$ cat src/rtl/mrx_pkg.sv
package mrx_pkg;
  typedef enum logic {
    TRK_SEARCH = 1'b0,
    TRK_LOCK   = 1'b1
  } trk_state_e;
endpackage

$ cat src/rtl/mrx_sync.sv
module mrx_sync #(
  parameter int STAGES = 2
) (
  input  logic clk,
  input  logic rst_n,
  input  logic din,
  output logic level,
  output logic rise,
  output logic fall
);
  logic [STAGES-1:0] chain_q;
  logic              prev_q;

  always_ff @(posedge clk or negedge rst_n) begin
    if (!rst_n) chain_q[0] <= 1'b0;
    else        chain_q[0] <= din;
  end

  generate
    for (genvar i = 1; i < STAGES; i++) begin : g_stage
      always_ff @(posedge clk or negedge rst_n) begin
        if (!rst_n) chain_q[i] <= 1'b0;
        else        chain_q[i] <= chain_q[i-1];
      end
    end
  endgenerate

  always_ff @(posedge clk or negedge rst_n) begin
    if (!rst_n) prev_q <= 1'b0;
    else        prev_q <= chain_q[STAGES-1];
  end

  assign level = chain_q[STAGES-1];
  assign rise  = level & ~prev_q;
  assign fall  = ~level & prev_q;

  // warm-up counter for the latency check below
  logic [1:0] warm_q;
  always_ff @(posedge clk or negedge rst_n) begin
    if (!rst_n)              warm_q <= 2'd0;
    else if (warm_q != 2'd3) warm_q <= warm_q + 2'd1;
  end

  a_r1_sync_latency: assert property (@(posedge clk) disable iff (!rst_n)
    (warm_q == 2'd3) |-> (level == $past(din, STAGES)));
endmodule

$ cat src/rtl/mrx_phase_track.sv
module mrx_phase_track
  import mrx_pkg::*;
#(
  parameter int OSR     = 32,
  parameter int WIN     = 4,
  parameter int ACQ_TOL = 4
) (
  input  logic clk,
  input  logic rst_n,
  input  logic edge_seen,
  output logic mid_hit,
  output logic lost,
  output logic locked
);
  localparam int CW = $clog2(OSR);
  localparam int GW = $clog2(2 * OSR) + 1;
  localparam logic [CW-1:0] TICK_LAST  = CW'(OSR - 1);
  localparam logic [CW-1:0] TICK_AFTER = CW'(OSR / 2 + 1);
  localparam logic [CW-1:0] WIN_LO     = CW'(OSR / 2 - WIN);
  localparam logic [CW-1:0] WIN_HI     = CW'(OSR / 2 + WIN);
  localparam logic [GW-1:0] ACQ_LO     = GW'(OSR - ACQ_TOL - 1);
  localparam logic [GW-1:0] ACQ_HI     = GW'(OSR + ACQ_TOL - 1);
  localparam logic [GW-1:0] GAP_MAX    = {GW{1'b1}};

  trk_state_e    st_q, st_d;
  logic [CW-1:0] tick_q, tick_d;
  logic          got_q, got_d;
  logic [GW-1:0] gap_q, gap_d;
  logic          seen_q, seen_d;
  logic          in_win;

  assign in_win = (tick_q >= WIN_LO) && (tick_q <= WIN_HI);

  always_comb begin
    st_d    = st_q;
    tick_d  = tick_q;
    got_d   = got_q;
    gap_d   = gap_q;
    seen_d  = seen_q;
    mid_hit = 1'b0;
    lost    = 1'b0;
    case (st_q)
      TRK_SEARCH: begin
        if (edge_seen) begin
          gap_d = '0;
          if (seen_q && (gap_q >= ACQ_LO) && (gap_q <= ACQ_HI)) begin
            st_d    = TRK_LOCK;
            tick_d  = TICK_AFTER;
            got_d   = 1'b1;
            mid_hit = 1'b1;
          end else begin
            seen_d = 1'b1;
          end
        end else if (gap_q != GAP_MAX) begin
          gap_d = gap_q + GW'(1);
        end
      end
      default: begin
        gap_d  = '0;
        tick_d = (tick_q == TICK_LAST) ? '0 : tick_q + CW'(1);
        if (tick_q == TICK_LAST) got_d = 1'b0;
        if (edge_seen && !got_q && in_win) begin
          mid_hit = 1'b1;
          got_d   = 1'b1;
          tick_d  = TICK_AFTER;
        end else if (!got_q && (tick_q == WIN_HI)) begin
          lost   = 1'b1;
          st_d   = TRK_SEARCH;
          seen_d = 1'b0;
        end
      end
    endcase
  end

  always_ff @(posedge clk or negedge rst_n) begin
    if (!rst_n) begin
      st_q   <= TRK_SEARCH;
      tick_q <= '0;
      got_q  <= 1'b0;
      gap_q  <= '0;
      seen_q <= 1'b0;
    end else begin
      st_q   <= st_d;
      tick_q <= tick_d;
      got_q  <= got_d;
      gap_q  <= gap_d;
      seen_q <= seen_d;
    end
  end

  assign locked = (st_q == TRK_LOCK);

  a_r6_one_hit_per_bit: assert property (@(posedge clk) disable iff (!rst_n)
    mid_hit |=> !mid_hit);
  a_r7_lost_after_no_hit: assert property (@(posedge clk) disable iff (!rst_n)
    lost |-> !edge_seen || !in_win);
endmodule

$ cat src/rtl/mrx_bit_out.sv
module mrx_bit_out (
  input  logic clk,
  input  logic rst_n,
  input  logic mid_hit,
  input  logic mid_rise,
  input  logic pol_invert,
  input  logic lost,
  output logic bit_data,
  output logic bit_valid,
  output logic decode_err
);
  logic data_d, data_q;
  logic valid_q, err_q;
  logic data_en;

  assign data_en = mid_hit;
  assign data_d  = mid_rise ^ pol_invert;

  always_ff @(posedge clk or negedge rst_n) begin
    if (!rst_n)       data_q <= 1'b0;
    else if (data_en) data_q <= data_d;
  end

  always_ff @(posedge clk or negedge rst_n) begin
    if (!rst_n) begin
      valid_q <= 1'b0;
      err_q   <= 1'b0;
    end else begin
      valid_q <= mid_hit;
      err_q   <= lost;
    end
  end

  assign bit_data   = data_q;
  assign bit_valid  = valid_q;
  assign decode_err = err_q;

  a_r7_err_single: assert property (@(posedge clk) disable iff (!rst_n)
    decode_err |=> !decode_err);
  a_r7_err_no_strobe: assert property (@(posedge clk) disable iff (!rst_n)
    decode_err |-> !bit_valid);
endmodule

$ cat src/rtl/manchester_rx.sv
module manchester_rx #(
  parameter int OSR         = 32,
  parameter int WIN         = 4,
  parameter int ACQ_TOL     = 4,
  parameter int SYNC_STAGES = 2
) (
  input  logic clk,
  input  logic rst_n,
  input  logic slicer_in,
  input  logic pol_invert,
  output logic bit_data,
  output logic bit_valid,
  output logic locked,
  output logic decode_err
);
  logic rst_meta_q, rst_core_n;
  logic lvl, rise, fall, edge_seen;
  logic mid_hit, lost;

  always_ff @(posedge clk or negedge rst_n) begin
    if (!rst_n) begin
      rst_meta_q <= 1'b0;
      rst_core_n <= 1'b0;
    end else begin
      rst_meta_q <= 1'b1;
      rst_core_n <= rst_meta_q;
    end
  end

  mrx_sync #(.STAGES(SYNC_STAGES)) u_sync (
    .clk   (clk),
    .rst_n (rst_core_n),
    .din   (slicer_in),
    .level (lvl),
    .rise  (rise),
    .fall  (fall)
  );

  assign edge_seen = rise | fall;

  mrx_phase_track #(.OSR(OSR), .WIN(WIN), .ACQ_TOL(ACQ_TOL)) u_track (
    .clk       (clk),
    .rst_n     (rst_core_n),
    .edge_seen (edge_seen),
    .mid_hit   (mid_hit),
    .lost      (lost),
    .locked    (locked)
  );

  mrx_bit_out u_out (
    .clk        (clk),
    .rst_n      (rst_core_n),
    .mid_hit    (mid_hit),
    .mid_rise   (rise),
    .pol_invert (pol_invert),
    .lost       (lost),
    .bit_data   (bit_data),
    .bit_valid  (bit_valid),
    .decode_err (decode_err)
  );

  a_r3_strobe_needs_lock: assert property (@(posedge clk) disable iff (!rst_core_n)
    bit_valid |-> locked);
  a_r2_lock_with_strobe: assert property (@(posedge clk) disable iff (!rst_core_n)
    $rose(locked) |-> bit_valid);
  a_r7_err_drops_lock: assert property (@(posedge clk) disable iff (!rst_core_n)
    decode_err |-> (!locked && $past(locked)));
  a_r8_quiet_out_of_reset: assert property (@(posedge clk) disable iff (!rst_n)
    !rst_core_n |-> (!bit_valid && !decode_err && !locked));
endmodule

$ cat config.mk
export PLATFORM = sky130hd
export DESIGN_NAME = manchester_rx
export DESIGN_NICKNAME = d
export VERILOG_FILES = /design/src/rtl/mrx_pkg.sv /design/src/rtl/mrx_sync.sv /design/src/rtl/mrx_phase_track.sv /design/src/rtl/mrx_bit_out.sv /design/src/rtl/manchester_rx.sv
export SDC_FILE = /design/constraint.sdc
export NUM_CORES = 1
export LEC_CHECK = 0
export BUFFER_PORTS_ARGS = -buffer_cell sky130_fd_sc_hd__buf_2
export CAP_MARGIN = 5
export CORE_UTILIZATION = 35
export DETAILED_ROUTE_END_ITERATION = 10
export PLACE_DENSITY = 0.57
export SYNTH_ARGS = -nofsm -noshare
export SYNTH_HDL_FRONTEND = slang
export SYNTH_SLANG_ARGS = --single-unit
$ cat constraint.sdc
create_clock -name clk -period 1.9 [get_ports clk]
set_input_delay 0.38 -clock clk [delete_from_list [all_inputs] [get_ports clk]]
set_output_delay 0.38 -clock clk [all_outputs]
set_load 0.01 [all_outputs]
==> results.yml <==
global_routing:
  antenna_found_initial: 0
  grt_pass1_vias: 741
  grt_max_degree: 18
  grt_pass1_wl_mm: 3.353
  grt_use_total_pct: 13.52
  grt-ovfl-total: 0
worst_setup_path:
  start_kind: "flop"
  criticalPathCategory: "reg2reg"
  cp_data_arrival_time_ns: 2.04
  crit_fanout: 3
  worstPathRequired_ns: 2.11
  endpoint_kind: "flop"
routing:
  vias: 781
  routed_wl_mm: 1.944
  first_pass_iters: 7
  ant_nets: 0
  drt_iter0_markers: 58
  wire_per_inst_um: 13.05
  drc_errors: 2
  viasPerCell: 5.242
cells_and_area:
  layout_commonest_cell: "dfrtp_1"
  drive_gt1_share_pct: 25.42
  top_register: "u_track.gap_q"
  seq_area_sq_um: 575.6
  fillerInstances: 282
  final_cell_mix: "23 x dfrtp_1, 12 x nor2_1, 10 x buf_4"
  diodes: 0
  area_growth_syn_to_layout_pct: 20.21
  stdcell_count: 149
  largest_register_ff_count: 7
  multiInputGateArea_sq_um: 493.0
  nNetsFinal: 128
  reg.largest.list: "u_track.gap_q: 7 flops, u_track.tick_q: 5 flops"
floorplanning:
  fp.dieH_um: 57.32
  dieWidth_um: 57.32
  die_area_sq_mm: 0.003285
  core_area_sq_mm: 0.002829
  io_pins: 8
  initial_core_util_pct: 37.86
  rows: 19
timing:
  fin_skew_ns: 0.01074
  finalCritPeriodShare_pct: 96.01
  period_needed_ns: 1.824
  slew_violations: 0
  hold_slack_ns: 0.07824
  hold_viol: 0
  setup_viol: 0
  fmax_mhz: 548.2
  rsz0062_at_grt: "false"
  final.setup.tns_ns: 0
synth:
  ys_warn_count: 0
  ys_seq_area_share_pct: 53.74
  post_synth_num_cell_types: 38
  ys_ff_latch: 23
  postSynthCellCount: 95
  avgSynthCellArea_sq_um: 11.27
  synth_area_sq_mm: 0.001071
  postSynth.asyncResetShare_pct: 100.0
  synth.net_count: 104
  ys_top_cells_by_area: "dfrtp_1 54%, ha_1 5.8%, nor2_1 4.2%"
  synth_top_area_cell: "dfrtp_1"
  synth_top_flop_cell: "dfrtp_1"
  synth.top_cell.area_share_pct: 53.74
  synth_edf_count: 0
placement:
  portBuffers: 7
  dp_cells: 142
  place_hpwl_mm: 1.402
  gp_congestion: 0.8116
cts:
  root_buffer: "clkbuf_4"
  clkLatencyLatePin_ns: 0.31
  clock_sinks: 23
  cts_buffers: 3
  cts_tree: "yes"
  cts_buffer_depth: 2
  clk_pin_slew_ns: 0.13
  htreeDepth: 1
power:
  seq_power_share_pct: 61.7
  leakage_uw: 0.0006462
  power_uw: 831.7
  clockPowerShare_pct: 26.9
  p_sw_share_pct: 24.51
  ir_drop_uv: 426.6
  power.density_mw_per_mm2: 646.0
  p_int_uw: 627.9
  p_switching_uw: 203.8
  p_comb_share_pct: 11.4
status:
  outcome: "finished with violations"
  violations: "DRC"
hold_path:
  min_path_type: "reg2async"
flow_run:
  cap_violations: 0
==> cell type report <==
| type | instances | share of cell area, % |
|---|---|---|
| multi-input combinational | 66 | 38.29 |
| clock buffer | 4 | 2.041 |
| timing repair buffer | 19 | 10.20 |
| tap | 31 | 3.013 |
| sequential | 23 | 44.70 |
| inverter | 6 | 1.749 |
==> per-stage QoR <==
stage          area, sq um  setup slack [ns]  util, %
5_1_grt               1287          0.008005    45.51
3_5_place_dp          1212           0.05398    42.86
6_report              1287           0.07574    45.51
2_1_floorplan         1071           0.07212        -
3_3_place_gp          1212            0.1243    42.86
4_1_cts               1249           0.04727    44.14
==> critical path, cell delays in order, from the launching register on <==
cell	delay (ns)
dfrtp_1	0.40
or4b_4	0.55
o22ai_4	0.21
a31oi_4	0.12
nor2b_4	0.15
mux2_4	0.30
==> layer usage <==
layer  vias up  GRT usage [%]  wire, um
li1        383              -         -
met1       382          16.64       876
met2        14          22.35       967
met3         2          4.762        80
met4         0          4.181        18
met5         -              0         0
==> power by group through the flow <==
stage	Sequential (uW)	Combinational (uW)	Clock, uW
final	513	94.4	224
after floorplan	533	37.6	0
after global routing	517	106	253
after detailed placement	523	85.8	0
after global placement	522	81.0	0
after CTS	514	87.6	233
==> cell usage after synthesis (all sizes together) (2+ instances only) <==
master	instances
nor2	12
and3	2
dfrtp	23
a21oi	2
ha	5
o22ai	2
a31oi	4
o21ai	5
nor2b	2
and4	2
inv	6
nand2	3
nand3	2
a21o	2
nand4	2
a211oi	2
nor4b	2
xor2	3
==> worst paths after layout <==
check,end,from,slack (ns),cells after the start
setup / recovery,u_out.bit_data,u_track.gap_q[3],0.08,5
hold / removal,u_track.gap_q[0],rst_core_n,0.08,0
setup reg to reg,u_out.bit_data,u_track.gap_q[3],0.08,5
hold reg to reg,u_track.gap_q[0],rst_core_n,0.08,0
max in group asynchronous,u_track.gap_q[3],rst_core_n,1.37,1
min in group clk,u_sync.chain_q[0],slicer_in,0.18,1
==> cell families (layout without fill, tap and decap cells) <==
kind of cell	after synthesis	after routing	synth area share (%)
mux	2	2	1.986
buf+inv	6	29	2.103
other cells	1	1	0.3501
xor+xnor	4	4	3.272
flops	23	23	53.74
compound gates	20	20	13.90
fa+ha+maj	5	5	5.841
simple gates	34	34	18.81
==> timing repair <==
item	4_1_cts	5_1_grt
buffers inserted	0	2
hold buffers	1	0
hold endpoints to repair	2	0
endpoints found under the setup margin	0	2
gates resized for setup	0	5
(Power assumes the default switching activity.)
